File: config.mk
export PLATFORM = sky130hd
export DESIGN_NAME = grid_scan_timer
export DESIGN_NICKNAME = d
export VERILOG_FILES = /design/src/rtl/grid_scan_pkg.sv /design/src/rtl/tick_prescaler.sv /design/src/rtl/slot_sequencer.sv /design/src/rtl/window_decoder.sv /design/src/rtl/grid_scan_timer.sv
export SDC_FILE = /design/constraint.sdc
export NUM_CORES = 1
export LEC_CHECK = 0
export BUFFER_PORTS_ARGS = -buffer_cell sky130_fd_sc_hd__buf_2
export CORE_ASPECT_RATIO = 0.75
export CORE_MARGIN = 2
export CORE_UTILIZATION = 45
export CTS_CLUSTER_DIAMETER = 60
export CTS_CLUSTER_SIZE = 16
export DETAILED_ROUTE_END_ITERATION = 6
export PLACE_DENSITY_LB_ADDON = 0.3
export SLEW_MARGIN = 25
export SYNTH_ARGS = -nofsm -noshare
export SYNTH_HDL_FRONTEND = slang
export SYNTH_HIERARCHICAL = 1
export SYNTH_SLANG_ARGS = --single-unit
File: constraint.sdc
create_clock -name clk -period 2.8 [get_ports clk]
set_input_delay 0.28 -clock clk [delete_from_list [all_inputs] [get_ports clk]]
set_output_delay 0.28 -clock clk [all_outputs]
set_load 0.01 [all_outputs]
File: src/rtl/grid_scan_pkg.sv
package grid_scan_pkg;

    localparam int CODE_W    = 3;
    localparam int BASE_STEP = 8;   // duty steps that are always lit

    typedef struct packed {
        logic [CODE_W-1:0] duty;
        logic [CODE_W-1:0] digits;
    } scan_cfg_t;

    // number of grids scanned for a digit-count code
    function automatic int grids_for_code(input logic [CODE_W-1:0] k, input int max_grids);
        if (k == '0)
            return max_grids;
        return max_grids - BASE_STEP + int'(k);
    endfunction

    // lit ticks per slot for a duty code
    function automatic int lit_ticks(input logic [CODE_W-1:0] d, input int step_ticks);
        return step_ticks * (BASE_STEP + int'(d));
    endfunction

endpackage

File: src/rtl/tick_prescaler.sv
module tick_prescaler #(
    parameter int TICK_DIV = 8
) (
    input  logic clk,
    input  logic rst,
    output logic tick
);
    localparam int CW = (TICK_DIV > 1) ? $clog2(TICK_DIV) : 1;

    generate
        if (TICK_DIV > 1) begin : g_div
            logic [CW-1:0] cnt;
            always_ff @(posedge clk) begin
                if (rst)
                    cnt <= '0;
                else if (cnt == CW'(TICK_DIV - 1))
                    cnt <= '0;
                else
                    cnt <= cnt + 1'b1;
            end
            assign tick = (cnt == CW'(TICK_DIV - 1));
        end else begin : g_nodiv
            assign tick = 1'b1;
        end
    endgenerate
endmodule

File: src/rtl/slot_sequencer.sv
module slot_sequencer
    import grid_scan_pkg::*;
#(
    parameter int NUM_GRIDS  = 16,
    parameter int SLOT_TICKS = 64,
    localparam int DIG_W     = $clog2(NUM_GRIDS),
    localparam int POS_W     = $clog2(SLOT_TICKS)
) (
    input  logic             clk,
    input  logic             rst,
    input  logic             tick,
    input  scan_cfg_t        cfg_req,
    output logic [POS_W-1:0] slot_pos,
    output logic [DIG_W-1:0] digit,
    output logic [DIG_W:0]   active_grids,
    output scan_cfg_t        cfg_act
);
    logic slot_end;
    logic last_digit;

    assign active_grids = (DIG_W+1)'(grids_for_code(cfg_act.digits, NUM_GRIDS));
    assign slot_end     = tick && (slot_pos == POS_W'(SLOT_TICKS - 1));
    assign last_digit   = ({1'b0, digit} == active_grids - 1'b1);

    always_ff @(posedge clk) begin
        if (rst) begin
            slot_pos <= '0;
            digit    <= '0;
            cfg_act  <= '0;
        end else if (tick) begin
            if (slot_end) begin
                slot_pos <= '0;
                if (last_digit) begin
                    digit   <= '0;
                    cfg_act <= cfg_req;   // settings load only at the frame wrap
                end else begin
                    digit <= digit + 1'b1;
                end
            end else begin
                slot_pos <= slot_pos + 1'b1;
            end
        end
    end
endmodule

File: src/rtl/window_decoder.sv
module window_decoder
    import grid_scan_pkg::*;
#(
    parameter int NUM_GRIDS  = 16,
    parameter int SLOT_TICKS = 64,
    parameter int STEP_TICKS = 4,
    localparam int DIG_W     = $clog2(NUM_GRIDS),
    localparam int POS_W     = $clog2(SLOT_TICKS)
) (
    input  logic [POS_W-1:0]     slot_pos,
    input  logic [DIG_W-1:0]     digit,
    input  logic [CODE_W-1:0]    duty,
    output logic                 seg_window,
    output logic [NUM_GRIDS-1:0] grid_en
);
    logic [POS_W:0] lit_len;

    assign lit_len    = (POS_W+1)'(lit_ticks(duty, STEP_TICKS));
    assign seg_window = ({1'b0, slot_pos} < lit_len);

    generate
        for (genvar g = 0; g < NUM_GRIDS; g++) begin : g_grid
            assign grid_en[g] = seg_window && (digit == DIG_W'(g));
        end
    endgenerate
endmodule

File: src/rtl/grid_scan_timer.sv
module grid_scan_timer
    import grid_scan_pkg::*;
#(
    parameter int NUM_GRIDS  = 16,
    parameter int TICK_DIV   = 8,
    parameter int SLOT_TICKS = 64,
    parameter int STEP_TICKS = 4,
    localparam int DIG_W     = $clog2(NUM_GRIDS),
    localparam int POS_W     = $clog2(SLOT_TICKS)
) (
    input  logic                 clk,
    input  logic                 rst,
    input  logic [2:0]           duty_code,
    input  logic [2:0]           digits_code,
    output logic [NUM_GRIDS-1:0] grid_en,
    output logic [DIG_W-1:0]     digit_idx,
    output logic                 seg_window
);
    logic             tick;
    logic [POS_W-1:0] slot_pos;
    logic [DIG_W:0]   active_grids;
    scan_cfg_t        cfg_req;
    scan_cfg_t        cfg_act;

    assign cfg_req.duty   = duty_code;
    assign cfg_req.digits = digits_code;

    tick_prescaler #(.TICK_DIV(TICK_DIV)) u_tick (
        .clk  (clk),
        .rst  (rst),
        .tick (tick)
    );

    slot_sequencer #(.NUM_GRIDS(NUM_GRIDS), .SLOT_TICKS(SLOT_TICKS)) u_seq (
        .clk          (clk),
        .rst          (rst),
        .tick         (tick),
        .cfg_req      (cfg_req),
        .slot_pos     (slot_pos),
        .digit        (digit_idx),
        .active_grids (active_grids),
        .cfg_act      (cfg_act)
    );

    window_decoder #(
        .NUM_GRIDS  (NUM_GRIDS),
        .SLOT_TICKS (SLOT_TICKS),
        .STEP_TICKS (STEP_TICKS)
    ) u_win (
        .slot_pos   (slot_pos),
        .digit      (digit_idx),
        .duty       (cfg_act.duty),
        .seg_window (seg_window),
        .grid_en    (grid_en)
    );
endmodule

## Word-level counts from Yosys, hierarchy flattened

Index checks and enable logic that the tools add are counted.

- Bitwise gates (word level): 0
- $add $sub $neg: 6
- Shifts and indexed selects: 0
- Reduce and logical (&&, ||, !) cells: 22
- Multiplexer cells: 5
- Equal/unequal tests: 18
- $mul: 0
- Order comparisons: 1
- Div/mod/pow operators: 0

Operators by type and width:

| operator | count |
|---|---|
| == test 4 bit, second input constant | 8 |
| logical AND 1 bit | 17 |
| == test 4 x 3 -> 1 bit, second input constant | 4 |
| adder 4 x 3 -> 5 bit, first input constant | 2 |
| two-way mux 5 bit | 2 |
| == test 4 x 2 -> 1 bit, second input constant | 2 |
| < comparator 6 x 7 -> 1 bit | 1 |
| adder 6 x 1 -> 6 bit, second input constant | 1 |
| == test 6 bit, second input constant | 1 |
| two-way mux 6 bit | 1 |
| == test 4 x 5 -> 1 bit | 1 |
| subtractor 5 x 1 -> 5 bit, second input constant | 1 |
| adder 4 x 1 -> 4 bit, second input constant | 1 |
| == test 4 x 1 -> 1 bit, second input constant | 1 |
| logical NOT 4 bit | 1 |
| two-way mux 4 bit | 1 |
| adder 3 x 1 -> 3 bit, second input constant | 1 |
| == test 3 bit, second input constant | 1 |
| logical NOT 3 bit | 1 |
| AND reduction 3 bit | 1 |
| AND reduction 2 bit | 1 |
| OR reduction 2 bit | 1 |
| two-way mux 1 bit | 1 |

- Input port bits: 8
- Register bits after elaboration: 19
- Bits in read-only memories: 0
- Memories kept: 0
- Bits in writable memories: 0
- Latch bits: 0
- Output and inout bits: 21
- Logic and storage cells: 57

## Logic depth before layout (Yosys ltp)

Gate-level depths: netlist of the first run.

- Depth in word-level cells: 6
- Mapped depth: 7
- Gate-level depth less buffers: 6

## By module

Netlist of the first run, hierarchy kept.

Modules (own cells, without submodules):

| module | seq. area each (um^2) | area each (um^2) | instances | cells an instance |
|---|---|---|---|---|
| slot_sequencer | 320.3 | 845.8 | 1 | 95 |
| window_decoder | 0.0 | 334.1 | 1 | 33 |
| tick_prescaler | 60.1 | 105.1 | 1 | 8 |

## Least setup slack after synthesis of the first run

OpenSTA, ideal clock, no wires.

- Path kind: register to register
- Start: reg u_tick.g_div.cnt[0]
- End: reg u_seq/cfg_act[0] (netlist name)
- Buffers on the path: 1
- Data arrival time: 1.956 ns
- Setup time: 0.072 ns
- Slack: 0.773 ns
- Data required time: 2.728 ns
- Period minus slack after synthesis: 2.027 ns
- Stages on the path, launching flop included: 8
- Path through: dfxtp_1 -> ha_1 -> ha_1 -> nand4_2 -> or2_1 -> buf_6 -> nor4_4 -> mux2i_1

- Word-level cells in the longest chain between the ends: 3

Ends and longest elaborated chain:

| what | line | text |
|---|---|---|
| start: declaration | tick_prescaler.sv:12 | `logic [CW-1:0] cnt;` |
| start signal: assignment | tick_prescaler.sv:19 | `cnt <= cnt + 1'b1;` |
| == test 3 bit * | tick_prescaler.sv:21 | `assign tick = (cnt == CW'(TICK_DIV - 1));` |
| via tick | grid_scan_timer.sv:19 | `logic tick;` |
| logical AND 1 bit | slot_sequencer.sv:22 | `assign slot_end = tick && (slot_pos == POS_W'(SLOT_TICKS - 1));` |
| AND reduction 3 bit (no line) * | n/a |  |

Mark *: on every way through the listed nets, which the timed path passes. The rest lies on a longest branch.
A chain may end at the register's enable or synchronous reset.

## Final worst setup path of the first run

- Start: reg u_seq/cfg_act[5] (netlist name)
- End: out grid_en[3]

- Word-level cells in the longest chain between the ends: 3

Ends and longest elaborated chain:

| what | line | text |
|---|---|---|
| adder 4 x 3 -> 5 bit | grid_scan_pkg.sv:20 | `return step_ticks * (BASE_STEP + int'(d));` |
| < comparator 6 x 7 -> 1 bit | window_decoder.sv:19 | `assign seg_window = ({1'b0, slot_pos} < lit_len);` |
| logical AND 1 bit | window_decoder.sv:23 | `assign grid_en[g] = seg_window && (digit == DIG_W'(g));` |
| end: declaration | grid_scan_timer.sv:15 | `output logic [NUM_GRIDS-1:0] grid_en,` |

No other way between the ends.

==> impl_metrics.tcl, run 1 <==
set metrics [dict create \
    status "finished clean" \
    crit_buf_inv 2 \
    switching_share_pct 24.3 \
    hold_end "u_seq/cfg_act[1]" \
    clock_latency_ns 0.25 \
    p_leak_nw 0.528 \
    die_w_um 65.2 \
    dieHeight_um 49.9 \
    hold_buffers 0 \
    skew_ns 0.00132 \
    viasPerCell 5.46 \
    cp-end-kind "output pin" \
    hold-path-cell-count 3 \
    post-dp-hpwl_um 1920 \
    grt_antenna_before_repair 0 \
    drtIter0Drc 47 \
    slowest_stage "a2111oi_2" \
    rows 16 \
    pwr-share-seq_pct 54.4 \
    power.switching_uw 129 \
    postSynthCellCount 131 \
    p_int_uw 401 \
    finalWorstSetupSlack_ns 0.462 \
    cts_buffers 3 \
    post-place-ws_ns 0.543 \
    timing.rr.end "u_seq/cfg_act[4]" \
    tns_ns 0 \
    worstSetupPathType "reg2out" \
    post-route-util_pct 55.3 \
    nets 174 \
    power_frac_comb_pct 10.2 \
    postSynthAreaPerCell_um2 9.65 \
    cts-resized-gates 0 \
    grt_first_pass_wirelength_um 4660 \
    dieArea_um2 3250 \
    drc 0 \
    grt_pass1_vias 994 \
    htreeDepth 1 \
    hold_path_class "in2reg" \
    layout.cells.non_filler 194 \
    slowest_delay_ns 0.48 \
    crit_path_start_kind "flop" \
    dr_total_vias 1060 \
    ir_drop_mv 0.299 \
    diodes 0 \
    fill_cells 257 \
    min_period_over_period_pct 83.5 \
    postCtsSetupBuffers 0 \
    path_delay_family "compound AO/OA/AOI/OAI gates" \
    max-clock-path-buffers 2 \
    syn_area_um2 1260 \
    cts_sinks 19 \
    setup_viol 0 \
    crit_fanout 17 \
    drive_gt1_share_pct 31.6 \
    cellPowerDensity_nw_per_um2 362 \
    p_clk_share_pct 35.4 \
    grtUsageTotal_pct 18.1 \
    yosysWarnings 6 \
    root_buffer "clkbuf_8" \
    ff2ff_setup_slack_ns 0.53 \
    drv_slew 0 \
    initial_core_util_pct 47.8 \
    gp_congestion 0.855 \
    port_buffers 28 \
    relSlewSlack_pct 45.6 \
    max_cap_viol_count 0 \
    area.growth.synth_to_final_pct 15.5 \
    drt_pre_antenna_iters 4 \
    crit_required_ns 2.52 \
    critPathArrivalTime_ns 2.06 \
    grt_max_degree 26 \
    finalCriticalPeriod_ns 2.34 \
    wire_per_inst_um 13.7 \
    ant_nets 0 \
    hp-start "digits_code[1]" \
    fmax_mhz 428 \
    drt-total-wl_um 2650 \
    p_total_uw 529 \
    numPlacedInstances 190 \
    syn-num-nets 146 \
    reg2reg_depth 6 \
    grt-ovfl-total 0 \
    hold_viol_final 0 \
    cts_tree "done" \
    reg2reg_from "u_tick/g_div.cnt[0]" \
    worst_pin_slew_ns 0.816 \
    core_um2 2640 \
    io_pins 29 \
    grt_setup_unrepaired "false" \
    worstSetupStartpoint "u_seq/cfg_act[5]" \
    clk_pin_slew_ns 0.07 \
    crit_chain "inv_1 -> ha_1 -> o21a_1 -> a2111oi_2 -> buf_2" \
]
power groups by stage:
stage	Combinational, mW	Sequential [mW]	Clock (mW)
finish	0.0540	0.288	0.187
global route	0.0609	0.289	0.204
CTS	0.0537	0.288	0.193
detailed placement	0.0535	0.295	0
global placement	0.0518	0.294	0
floorplan	0.0345	0.293	0
sequential cells by signal (all words and copies together) (netlist names):
signal            cells
u_seq/digit           4
u_seq/cfg_act         6
u_tick/g_div.cnt      3
u_seq/slot_pos        6
final cells by class:
cell class | instances | area, µm² | area share, %
well taps | 36 | 45.0 | 3.08
inverters | 7 | 26.3 | 1.80
clock inverters | 1 | 5.00 | 0.343
clock buffers | 3 | 41.3 | 2.83
repair buffers | 28 | 140 | 9.60
flip-flops and latches | 19 | 380 | 26.0
multi-input cells | 100 | 822 | 56.3
worst register-to-register path: stages, from the launching register on:
cell	delay [ns]
dfxtp_1	0.34
ha_1	0.15
ha_1	0.34
nand4_2	0.18
or2_1	0.38
nor4_4	0.58
mux2i_1	0.25
layout by cell type (no fill, tap or decap), types with 2 or more instances in the layout:
cell type / count
a2111oi_2: 6
a211oi_2: 8
a21oi_1: 5
a31oi_1: 2
buf_2: 28
clkbuf_8: 3
dfxtp_1: 19
ha_1: 7
inv_1: 7
mux2i_1: 7
nand2_1: 10
nand2b_1: 17
nand3_1: 2
nor2_1: 7
nor3_1: 3
nor3b_1: 2
o311ai_0: 3
xor2_1: 6
metal layers:
metal	track usage, %	wire length [µm]	vias to the layer above	share of wire [%]
met5	0	0	-	0
met4	5.21	11	0	0.41
met3	2.74	130	2	4.9
met2	29.6	1250	30	47
met1	24.7	1260	492	48
li1	-	-	536	-
worst max-delay path by stage:
| stage | endpoint | slack (ns) | depth (start not counted) |
|---|---|---|---|
| 6_report | grid_en[3] | 0.46 | 5 |
| 4_1_cts | grid_en[3] | 0.47 | 4 |
| 3_3_place_gp | u_seq/cfg_act[1] | 0.65 | 6 |
| 5_1_grt | grid_en[8] | 0.33 | 4 |
| 3_5_place_dp | u_seq/cfg_act[0] | 0.54 | 6 |
| 2_1_floorplan | u_seq/cfg_act[0] | 0.77 | 7 |
per-stage QoR:
step / area [µm²] / hold WS, ns
5_1_grt: 1460 / 0.297
3_5_place_dp: 1410 / 0.417
2_1_floorplan: 1260 / 0.356
4_1_cts: 1460 / 0.284
6_report: 1460 / 0.285
3_3_place_gp: 1410 / 0.407
(Power assumes the default switching activity.)
==> run 2, diff against run 1 <==
- ABC_AREA: unset -> 1
- clock period: 2.8 -> 1.9 ns (I/O delays scaled with it)
==> impl_metrics.tcl, run 2 <==
set metrics [dict create \
    switching_share_pct 20.9 \
    post-place-ws_ns 0.260 \
    finalCriticalPeriod_ns 1.75 \
    dieHeight_um 51.6 \
    grt-ovfl-total 0 \
    skew_ns 0.00505 \
    grt_max_degree 18 \
    status "finished clean" \
    ant_nets 0 \
    die_w_um 67.4 \
    timing.rr.end "u_seq/cfg_act[5]" \
    syn-num-nets 221 \
    layout.cells.non_filler 274 \
    viasPerCell 4.32 \
    cts_sinks 19 \
    hold_viol_final 0 \
    drtIter0Drc 59 \
    regArea_um2 382 \
    crit_path_start_kind "flop" \
    yosysWarnings 6 \
    root_buffer "clkbuf_8" \
    rows 17 \
    setup_viol 0 \
    core_um2 2910 \
    p_leak_nw 0.763 \
    pwr-share-seq_pct 56.7 \
    drt_pre_antenna_iters 6 \
    grt_pass1_vias 962 \
    grt_setup_unrepaired "false" \
    slowest_delay_ns 0.34 \
    reg2reg_from "u_tick/g_div.cnt[0]" \
    hold-path-cell-count 2 \
    fmax_mhz 571 \
    critPathArrivalTime_ns 1.56 \
    grtUsageTotal_pct 16.1 \
    initial_core_util_pct 46.6 \
    diodes 0 \
    port_buffers 28 \
    multi_input_area_um2 785 \
    power.switching_uw 150 \
    ff2ff_setup_slack_ns 0.26 \
    post-dp-hpwl_um 1850 \
    fill_cells 289 \
    dieArea_um2 3480 \
    crit_required_ns 1.71 \
    relSlewSlack_pct 76.5 \
    finalWorstSetupSlack_ns 0.150 \
    numPlacedInstances 270 \
    postCtsSetupBuffers 0 \
    drt-total-wl_um 2380 \
    dr_total_vias 1185 \
    tns_ns 0 \
    postSynthAreaPerCell_um2 6.59 \
    cellPowerDensity_nw_per_um2 459 \
    postSynthCellCount 206 \
    syn_area_um2 1360 \
    grt_first_pass_wirelength_um 4260 \
    hold_end "u_seq/slot_pos[4]" \
    slowest_stage "dfxtp_1" \
    mostFrequentLayoutCell "nand2_1" \
    worstSetupPathType "reg2out" \
    p_clk_share_pct 38.6 \
    grt_antenna_before_repair 0 \
    hold_path_class "in2reg" \
    cts_tree "done" \
    cp-end-kind "output pin" \
    wire_per_inst_um 8.70 \
    hp-start "rst" \
    crit_buf_inv 2 \
    area.growth.synth_to_final_pct 14.9 \
    power_frac_comb_pct 4.7 \
    worstSetupStartpoint "u_seq/cfg_act[5]" \
    clk_pin_slew_ns 0.07 \
    io_pins 29 \
    max-clock-path-buffers 2 \
    htreeDepth 1 \
    top_regs "u_seq/cfg_act: 6 flops, u_seq/slot_pos: 6 flops, u_seq/digit: 4 flops" \
    path_delay_family "simple AND/OR/NAND/NOR gates" \
    ir_drop_mv 0.432 \
    min_period_over_period_pct 92.1 \
    p_int_uw 566 \
    crit_chain "inv_1 -> ha_1 -> nand2_1 -> nor2_2 -> nand2_2 -> nand2_4 -> nor2_1 -> buf_2" \
    cts-resized-gates 0 \
    drc 0 \
    drv_slew 0 \
    worst_pin_slew_ns 0.352 \
    hold_buffers 0 \
    max_cap_viol_count 0 \
    drive_gt1_share_pct 28.0 \
    final_cell_mix "53 x nand2_1, 40 x inv_1, 28 x buf_2, 27 x nor2_1, 19 x nor2_2" \
    reg2reg_depth 8 \
    cts_buffers 3 \
    nets 252 \
    clock_latency_ns 0.25 \
    gp_congestion 0.772 \
    crit_fanout 17 \
]
run 2: worst register-to-register path, delay by kind of cell, from the launching register on:
kind / cells / cell delay [ns]
buffers and inverters: 1 / 0.04
adders and majority gates: 2 / 0.43
and+or+nand+nor: 5 / 0.78
DFF: 1 / 0.33
run 2: layout make-up:
type                    count  area share (%)
flip-flops and latches     19            24.5
multi-input cells         142            50.3
clock buffers               4            2.89
repair buffers             28            8.98
well taps                  38            3.05
inverters                  43            10.3
run 2: per-stage QoR:
stage	hold WS, ns	util (%)	total power, mW	cell area, µm²
after global placement	0.405	52.0	0.448	1510
after global routing	0.206	53.5	0.758	1560
after CTS	0.176	53.5	0.729	1560
after floorplan	0.262	-	0.436	1360
final	0.172	53.5	0.716	1560
after detailed placement	0.416	52.0	0.449	1510
run 2: routing by layer:
layer  wire [µm]  up-vias  track usage [%]  share of wire (%)
li1            -      672                -                  -
met1        1280      474             23.8                 54
met2         923       37             22.3                 39
met3         158        2             4.55                6.6
met4          19        0             5.10               0.80
met5           0        -                0                  0
run 2: worst max path at each step:
stage | to | slack, ns | cells past startpoint
global route | grid_en[1] | 0.01 | 8
CTS | grid_en[2] | 0.11 | 7
finish | grid_en[2] | 0.15 | 8
floorplan | u_seq/digit[2] | 0.46 | 8
global placement | u_seq/slot_pos[0] | 0.29 | 7
detailed placement | u_seq/cfg_act[5] | 0.26 | 8
run 2: power by group through the flow:
| stage | sequential [mW] | combinational [mW] | clock (mW) |
|---|---|---|---|
| after floorplan | 0.415 | 0.0210 | 0 |
| after global placement | 0.415 | 0.0332 | 0 |
| after detailed placement | 0.415 | 0.0342 | 0 |
| after CTS | 0.406 | 0.0344 | 0.289 |
| after global routing | 0.406 | 0.0397 | 0.312 |
| final | 0.406 | 0.0338 | 0.276 |
